## src/rtl/flash_stat_pkg.sv

```systemverilog
package flash_stat_pkg;

    typedef enum logic [2:0] {
        ST_IDLE,
        ST_PROG,
        ST_EWIN,
        ST_ERASE,
        ST_SUSP,
        ST_SPROG,
        ST_FAULT
    } op_state_t;

    typedef struct packed {
        logic tog_mode;
        logic timeout;
        logic erase_on;
        logic tog_sect;
    } status_t;

    function automatic logic [7:0] pack_status(status_t s);
        return {1'b0, s.tog_mode, s.timeout, 1'b0, s.erase_on, s.tog_sect, 2'b00};
    endfunction

    function automatic logic is_busy(op_state_t s);
        return (s == ST_PROG) || (s == ST_EWIN) || (s == ST_ERASE) ||
               (s == ST_SPROG) || (s == ST_FAULT);
    endfunction

    function automatic logic erase_started(op_state_t s);
        return (s == ST_ERASE) || (s == ST_SUSP) || (s == ST_SPROG);
    endfunction

endpackage

```

## src/rtl/fs_array.sv

```systemverilog
module fs_array #(
    parameter int ADDR_W = 6,
    parameter int NSECT  = 8
) (
    input  logic              clk,
    input  logic              rst,
    input  logic              wr_en,
    input  logic [ADDR_W-1:0] wr_addr,
    input  logic [7:0]        wr_data,
    input  logic              erase_en,
    input  logic [NSECT-1:0]  erase_mask,
    input  logic [ADDR_W-1:0] rd_addr,
    output logic [7:0]        rd_word,
    input  logic [ADDR_W-1:0] chk_addr,
    output logic [7:0]        chk_word
);
    localparam int DEPTH     = 1 << ADDR_W;
    localparam int SECT_SIZE = DEPTH / NSECT;

    logic [7:0] mem [DEPTH];

    always_ff @(posedge clk) begin
        if (rst) begin
            for (int i = 0; i < DEPTH; i++) mem[i] <= 8'hFF;
        end else if (erase_en) begin
            for (int i = 0; i < DEPTH; i++)
                if (erase_mask[i / SECT_SIZE]) mem[i] <= 8'hFF;
        end else if (wr_en) begin
            mem[wr_addr] <= mem[wr_addr] & wr_data;
        end
    end

    assign rd_word  = mem[rd_addr];
    assign chk_word = mem[chk_addr];

endmodule

```

## src/rtl/fs_seq.sv

```systemverilog
module fs_seq
    import flash_stat_pkg::*;
#(
    parameter int ADDR_W      = 6,
    parameter int NSECT       = 8,
    parameter int WIN_CYC     = 16,
    parameter int PROG_CYC    = 4,
    parameter int PULSE_LIMIT = 20,
    parameter int ERASE_CYC   = 64
) (
    input  logic              clk,
    input  logic              rst,
    input  logic              cmd_prog,
    input  logic              cmd_sect_erase,
    input  logic              cmd_chip_erase,
    input  logic              cmd_suspend,
    input  logic              cmd_resume,
    input  logic              cmd_reset,
    input  logic [ADDR_W-1:0] cmd_addr,
    input  logic [7:0]        cmd_data,
    input  logic [7:0]        chk_word,
    output op_state_t         state,
    output logic [NSECT-1:0]  sel,
    output logic              wr_en,
    output logic [ADDR_W-1:0] wr_addr,
    output logic [7:0]        wr_data,
    output logic              erase_en
);
    localparam int SECT_W = $clog2(NSECT);
    localparam int PCW    = $clog2(PULSE_LIMIT + 1);
    localparam int EMAX   = (WIN_CYC > ERASE_CYC) ? WIN_CYC : ERASE_CYC;
    localparam int ECW    = $clog2(EMAX + 1);
    localparam logic [PCW-1:0] P_DONE = PCW'(PROG_CYC - 1);
    localparam logic [PCW-1:0] P_FAIL = PCW'(PULSE_LIMIT - 1);
    localparam logic [ECW-1:0] W_DONE = ECW'(WIN_CYC - 1);
    localparam logic [ECW-1:0] E_DONE = ECW'(ERASE_CYC - 1);

    logic [ECW-1:0]    ecnt;
    logic [PCW-1:0]    pcnt;
    logic              p_bad;
    logic              f_susp;
    logic [NSECT-1:0]  sect_bit;
    logic              new_bad;
    logic              in_prog;

    assign sect_bit = NSECT'(1) << cmd_addr[ADDR_W-1 -: SECT_W];
    assign new_bad  = |(cmd_data & ~chk_word);
    assign in_prog  = (state == ST_PROG) || (state == ST_SPROG);
    assign wr_en    = in_prog && !p_bad && (pcnt == P_DONE);
    assign erase_en = (state == ST_ERASE) && !cmd_suspend && (ecnt == E_DONE);

    always_ff @(posedge clk) begin
        if (rst) begin
            state   <= ST_IDLE;
            sel     <= '0;
            ecnt    <= '0;
            pcnt    <= '0;
            wr_addr <= '0;
            wr_data <= '0;
            p_bad   <= 1'b0;
            f_susp  <= 1'b0;
        end else begin
            unique case (state)
                ST_IDLE: begin
                    if (cmd_prog) begin
                        wr_addr <= cmd_addr;
                        wr_data <= cmd_data;
                        p_bad   <= new_bad;
                        pcnt    <= '0;
                        state   <= ST_PROG;
                    end else if (cmd_sect_erase) begin
                        sel   <= sel | sect_bit;
                        ecnt  <= '0;
                        state <= ST_EWIN;
                    end else if (cmd_chip_erase) begin
                        sel   <= '1;
                        ecnt  <= '0;
                        state <= ST_ERASE;
                    end
                end
                ST_PROG, ST_SPROG: begin
                    if (!p_bad && pcnt == P_DONE) begin
                        state <= (state == ST_SPROG) ? ST_SUSP : ST_IDLE;
                    end else if (p_bad && pcnt == P_FAIL) begin
                        f_susp <= (state == ST_SPROG);
                        state  <= ST_FAULT;
                    end else begin
                        pcnt <= pcnt + 1'b1;
                    end
                end
                ST_EWIN: begin
                    if (cmd_sect_erase) begin
                        sel  <= sel | sect_bit;
                        ecnt <= '0;
                    end else if (ecnt == W_DONE) begin
                        ecnt  <= '0;
                        state <= ST_ERASE;
                    end else begin
                        ecnt <= ecnt + 1'b1;
                    end
                end
                ST_ERASE: begin
                    if (cmd_suspend) begin
                        state <= ST_SUSP;
                    end else if (ecnt == E_DONE) begin
                        sel   <= '0;
                        ecnt  <= '0;
                        state <= ST_IDLE;
                    end else begin
                        ecnt <= ecnt + 1'b1;
                    end
                end
                ST_SUSP: begin
                    if (cmd_resume) begin
                        state <= ST_ERASE;
                    end else if (cmd_prog) begin
                        wr_addr <= cmd_addr;
                        wr_data <= cmd_data;
                        p_bad   <= new_bad;
                        pcnt    <= '0;
                        state   <= ST_SPROG;
                    end
                end
                ST_FAULT: begin
                    if (cmd_reset) state <= f_susp ? ST_SUSP : ST_IDLE;
                end
                default: state <= ST_IDLE;
            endcase
        end
    end


    ewin_restart_chk: assert property (@(posedge clk) disable iff (rst)
        (state == ST_EWIN && cmd_sect_erase) |=> (state == ST_EWIN && ecnt == '0));


    erase_lock_chk: assert property (@(posedge clk) disable iff (rst)
        (state == ST_ERASE && !cmd_suspend) |=> (state == ST_ERASE || state == ST_IDLE));


    no_false_fault_chk: assert property (@(posedge clk) disable iff (rst)
        (in_prog && !p_bad) |=> (state != ST_FAULT));


    fault_hold_chk: assert property (@(posedge clk) disable iff (rst)
        (state == ST_FAULT && !cmd_reset) |=> (state == ST_FAULT));

endmodule

```

## src/rtl/fs_status.sv

```systemverilog
module fs_status
    import flash_stat_pkg::*;
#(
    parameter int ADDR_W = 6,
    parameter int NSECT  = 8
) (
    input  logic              clk,
    input  logic              rst,
    input  op_state_t         state,
    input  logic [NSECT-1:0]  sel,
    input  logic              rd_en,
    input  logic [ADDR_W-1:0] rd_addr,
    input  logic [7:0]        arr_word,
    output logic [7:0]        rd_data,
    output logic              rd_valid
);
    localparam int SECT_W = $clog2(NSECT);

    logic    t6, t2, hit, show_status;
    status_t st;

    assign hit         = sel[rd_addr[ADDR_W-1 -: SECT_W]];
    assign show_status = (state != ST_IDLE) && !(state == ST_SUSP && !hit);

    always_comb begin
        st.tog_mode = t6;
        st.timeout  = (state == ST_FAULT);
        st.erase_on = erase_started(state);
        st.tog_sect = t2;
    end

    always_ff @(posedge clk) begin
        if (rst) begin
            t6       <= 1'b0;
            t2       <= 1'b0;
            rd_data  <= '0;
            rd_valid <= 1'b0;
        end else begin
            rd_valid <= rd_en;
            if (rd_en) begin
                rd_data <= show_status ? pack_status(st) : arr_word;
                if (is_busy(state)) t6 <= ~t6;
                if (hit && state != ST_IDLE) t2 <= ~t2;
            end
        end
    end


    rd_valid_chk: assert property (@(posedge clk) disable iff (rst)
        rd_en |=> rd_valid);


    rd_quiet_chk: assert property (@(posedge clk) disable iff (rst)
        !rd_en |=> !rd_valid);

endmodule

```

## src/rtl/flash_status_gen.sv

```systemverilog
module flash_status_gen
    import flash_stat_pkg::*;
#(
    parameter int ADDR_W      = 6,
    parameter int NSECT       = 8,
    parameter int WIN_CYC     = 16,
    parameter int PROG_CYC    = 4,
    parameter int PULSE_LIMIT = 20,
    parameter int ERASE_CYC   = 64
) (
    input  logic              clk,
    input  logic              rst,
    input  logic              cmd_prog,
    input  logic              cmd_sect_erase,
    input  logic              cmd_chip_erase,
    input  logic              cmd_suspend,
    input  logic              cmd_resume,
    input  logic              cmd_reset,
    input  logic [ADDR_W-1:0] cmd_addr,
    input  logic [7:0]        cmd_data,
    input  logic              rd_en,
    input  logic [ADDR_W-1:0] rd_addr,
    output logic [7:0]        rd_data,
    output logic              rd_valid
);
    op_state_t         state;
    logic [NSECT-1:0]  sel;
    logic              wr_en, erase_en;
    logic [ADDR_W-1:0] wr_addr;
    logic [7:0]        wr_data, arr_word, chk_word;

    fs_seq #(
        .ADDR_W(ADDR_W), .NSECT(NSECT), .WIN_CYC(WIN_CYC),
        .PROG_CYC(PROG_CYC), .PULSE_LIMIT(PULSE_LIMIT), .ERASE_CYC(ERASE_CYC)
    ) u_seq (
        .clk(clk), .rst(rst),
        .cmd_prog(cmd_prog), .cmd_sect_erase(cmd_sect_erase),
        .cmd_chip_erase(cmd_chip_erase), .cmd_suspend(cmd_suspend),
        .cmd_resume(cmd_resume), .cmd_reset(cmd_reset),
        .cmd_addr(cmd_addr), .cmd_data(cmd_data), .chk_word(chk_word),
        .state(state), .sel(sel), .wr_en(wr_en), .wr_addr(wr_addr),
        .wr_data(wr_data), .erase_en(erase_en)
    );

    fs_array #(.ADDR_W(ADDR_W), .NSECT(NSECT)) u_array (
        .clk(clk), .rst(rst),
        .wr_en(wr_en), .wr_addr(wr_addr), .wr_data(wr_data),
        .erase_en(erase_en), .erase_mask(sel),
        .rd_addr(rd_addr), .rd_word(arr_word),
        .chk_addr(cmd_addr), .chk_word(chk_word)
    );

    fs_status #(.ADDR_W(ADDR_W), .NSECT(NSECT)) u_status (
        .clk(clk), .rst(rst), .state(state), .sel(sel),
        .rd_en(rd_en), .rd_addr(rd_addr), .arr_word(arr_word),
        .rd_data(rd_data), .rd_valid(rd_valid)
    );

endmodule

```

## config.mk

```make
export PLATFORM = sky130hd
export DESIGN_NAME = flash_status_gen
export DESIGN_NICKNAME = d
export VERILOG_FILES = /design/src/rtl/flash_stat_pkg.sv /design/src/rtl/fs_array.sv /design/src/rtl/fs_seq.sv /design/src/rtl/fs_status.sv /design/src/rtl/flash_status_gen.sv
export SDC_FILE = /design/constraint.sdc
export NUM_CORES = 1
export LEC_CHECK = 0
export BUFFER_PORTS_ARGS = -buffer_cell sky130_fd_sc_hd__buf_2
export CORE_MARGIN = 2
export CORE_UTILIZATION = 40
export DETAILED_ROUTE_END_ITERATION = 6
export PLACE_DENSITY_LB_ADDON = 0.05
export SETUP_SLACK_MARGIN = 0.4
export SKIP_LAST_GASP = 1
export SYNTH_ARGS = -nofsm -noshare
export SYNTH_HDL_FRONTEND = slang
export SYNTH_HIERARCHICAL = 1
export SYNTH_SLANG_ARGS = --single-unit
```

## constraint.sdc

```tcl
create_clock -name clk -period 3.9 [get_ports clk]
set_clock_uncertainty 0.1 [all_clocks]
set_input_delay 0.195 -clock clk [delete_from_list [all_inputs] [get_ports clk]]
set_output_delay 0.195 -clock clk [all_outputs]
set_load 0.005 [all_outputs]
```

==> key figures <==
Final layout
  – Fillers: 7370
  – Non-filler cells, final: 3776
  – Area of the multi-input gates: 15500 um2
  – P&R area growth vs syn: 14.4%
  – Reg area: 16400 um2
  – Most frequent cells in the layout: nand2_1, edfxtp_1, mux4_2
  – Nets@finish: 2685
  – Post-layout util: 46.3%
  – Commonest non-fill, non-tap cell in the layout: nand2_1
  – Share of cells above drive strength 1: 27.3%
  – N_diodes: 0

Logic synthesis
  – Asr flop ratio synth: 0%
  – Syn nets: 2566
  – Post-synthesis sequential area ratio: 49.2%
  – Syn Area/Cell: 13.1 um2
  – Syn Inst Count: 2535
  – Yosys cell types: 71
  – Seq cells post-synth: 562
  – Cell Area, Synth: 33300 um2
  – Most common flop cell mapped by yosys: edfxtp_1
  – Yosys warning total: 6
  – EDFF count, synth: 512

Clock tree
  – CTS Sinks: 562
  – Htree depth: 3
  – Clock Latency Late Sink: 0.63 ns
  – Clock transition at path regs: 0.06 ns
  – CTS buffer count: 70
  – Clock Root Buffer: clkbuf_16
  – CTS tree: done
  – CTS Buffer Depth: 3

Critical path
  – Worst reg-to-reg setup slack: 0.43 ns
  – FF-to-FF path depth: 8
  – Crit-path most repeated cell: buf_12
  – Slowest cell on crit path: o41ai_4
  – WP data required: 4.11 ns
  – CP Max Fanout: 42
  – Worst Path Class, Setup: flip-flop to flip-flop
  – Nature of the critical path startpoint: flip-flop
  – Crit-path cells: and2b_2, buf_12, a221o_1, a21oi_1, o22ai_1, o41ai_4, buf_12, nand2_1
  – Reg-to-Reg Start: u_seq/wr_addr[1]
  – WP data arrival: 3.68 ns
  – CP max stage delay: 0.62 ns
  – Reg2reg end: u_array/mem[50][5]
  – CP endpoint kind: flip-flop

Timing
  – Setup ws final: 0.430 ns
  – Final Setup Violations: 0
  – RSZ-0062 raised after global routing: true
  – Slew @ Worst Pin: 1.14 ns
  – Final min period: 3.47 ns
  – Final hold viol count: 0
  – Slew Viols, Final: 0
  – Max Freq: 288 MHz
  – Fin crit share: 89.0%
  – TNS Setup: 0 ns
  – Rel. slew slack: 23.5%

Die
  – Row count: 105
  – Die Y: 292 um
  – Area of the core: 82200 um2
  – Boundary Pins: 38
  – Die area: 85500 um2
  – Starting Density: 40.5%
  – Die width: 292 um

Detailed routing
  – Vias: 25100
  – WL/cell: 35.4 um
  – DRC: 0
  – Total wire length: 134000 um
  – Pre-Repair DR Iteration Count: 5
  – DRT iter0 DRCs: 3185
  – DR vias/cell: 6.64
  – ANT nets after route: 0

Global routing
  – Vias in the first global route: 24100
  – Global-route wire length before repair: 187000 um
  – Gr ovfl total: 0
  – GRT Overall Usage: 31.0%
  – Largest net degree at the start of global routing: 65
  – Initial antenna violation count: 4

Power
  – Pwr/cell area: 455 nW/um2
  – Maximum VDD drop: 0.000309 V
  – Overall Power: 17.3 mW
  – Pleak: 9.99 nW

Hold path
  – WHS Endpoint: u_seq/ecnt[1]
  – Worst hold path type: input port to flip-flop
  – Hold path start: cmd_suspend
  – Hold Path Depth: 4

Placement
  – DP Cell Count: 3630
  – Dpl ws: 0.245 ns
  – DPL Wire Length: 90400 um
  – Final GP Congestion: 0.914
  – IO Port Bufs: 37

Status
  – Status: completed

Flow run
  – Max cap viols: 0
-- worst max-delay path, delay by kind of cell, from the launching register on --
kind	cells	cell delay [ns]
AND/OR/NAND/NOR	2	0.38
flip-flops	1	0.52
buffers and inverters	2	0.50
AO/OA/AOI/OAI	4	1.59
-- what timing repair did --
action                                 4_1_cts  5_1_grt
buffers inserted                             1        0
endpoints found under the hold margin       25        0
gates cloned                                 0        0
pin swaps                                    2        1
gates resized for setup                      6        9
setup endpoints to repair                  196      199
hold buffers                                21        0
-- layout make-up --
cell class	instances	area share, %
clock inverters	38	0.875
flip-flops and latches	562	43.0
clock buffers	86	4.82
well taps	1070	3.52
multi-input cells	1717	40.7
repair buffers	292	6.92
inverters	11	0.109
-- state kept, by name (all words and copies together) (netlist names) --
| signal | flops |
|---|---|
| u_status/t2 | 1 |
| u_seq/p_bad | 1 |
| u_seq/wr_addr | 6 |
| u_status/t6 | 1 |
| u_seq/wr_data | 8 |
| u_array/mem | 512 |
| u_seq/state | 3 |
| u_seq/sel | 8 |
| u_seq/f_susp | 1 |
| u_seq/pcnt | 5 |
| u_status/rd_valid | 1 |
| u_seq/ecnt | 7 |
| u_status/rd_data | 8 |
-- report_power, final --
part | total (mW) | switching, mW | internal [mW] | leakage (nW)
sequential | 6.79 | 0.138 | 6.65 | 3.88
combinational | 4.20 | 2.78 | 1.42 | 5.05
clock | 6.32 | 2.65 | 3.67 | 1.05
-- cell usage after synthesis (3+ instances only) --
cell	count	area (um2)
nor3_1	9	45.0
o21a_1	7	52.6
inv_1	10	37.5
a211oi_1	3	22.5
and2b_2	3	26.3
buf_1	40	150
and3_1	4	25.0
edfxtp_1	512	15400
mux2i_1	132	1320
dfxtp_1	50	1000
a21oi_1	94	470
o21ai_0	74	370
clkbuf_1	111	417
buf_6	59	664
nor2b_1	6	37.5
o22a_1	10	87.6
nand2b_1	16	100
nor2_1	117	439
o22ai_1	117	732
nand3b_1	8	60.1
a221o_1	104	1040
buf_4	3	22.5
xnor2_1	4	35.0
nand2_1	571	2140
xor2_1	8	70.1
o41ai_4	8	220
mux4_2	324	7300
nand3_1	14	70.1
a221oi_1	19	166
mux2_4	3	45.0
a31oi_1	3	18.8
or2_2	4	25.0
nand4_1	6	37.5
buf_2	32	160
-- per-layer routing --
| metal | global-route usage, % | up-vias | wire length, um |
|---|---|---|---|
| met3 | 5.41 | 251 | 13200 |
| met2 | 47.6 | 1531 | 60600 |
| met5 | 0 | - | 18 |
| li1 | - | 10300 | - |
| met4 | 12.4 | 4 | 5450 |
| met1 | 44.0 | 13000 | 54500 |
-- kinds of logic (layout without fill, tap and decap cells) --
group	Yosys count	count (layout)	share of synthesized area [%]
compound gates	465	465	10.4
xor+xnor	12	12	0.316
fa+ha+maj	2	2	0.0752
buf+inv	256	427	4.37
flops	562	562	49.2
mux	459	459	26.0
simple gates	779	779	9.55
-- per-stage QoR --
stage | hold slack (ns) | area (um2)
after floorplan | 0.231 | 33300
final | 0.0428 | 38100
after global routing | 0.0938 | 38100
after detailed placement | 0.358 | 35600
after global placement | 0.365 | 35600
after CTS | 0.0173 | 38000
-- worst max path at each step --
stage                startpoint                  to  slack (ns)  cells after the start
2_1_floorplan     u_seq/ecnt[0]  u_array/mem[11][0]        0.93                     10
3_3_place_gp   u_seq/wr_addr[0]  u_array/mem[34][4]        0.26                      8
3_5_place_dp   u_seq/wr_addr[0]  u_array/mem[41][4]        0.25                      8
4_1_cts        u_seq/wr_addr[0]  u_array/mem[50][0]        0.41                      8
5_1_grt        u_seq/wr_addr[1]  u_array/mem[50][0]        0.38                      8
6_report       u_seq/wr_addr[1]  u_array/mem[50][5]        0.43                      8
No activity file was read; power rests on OpenSTA's default activity.
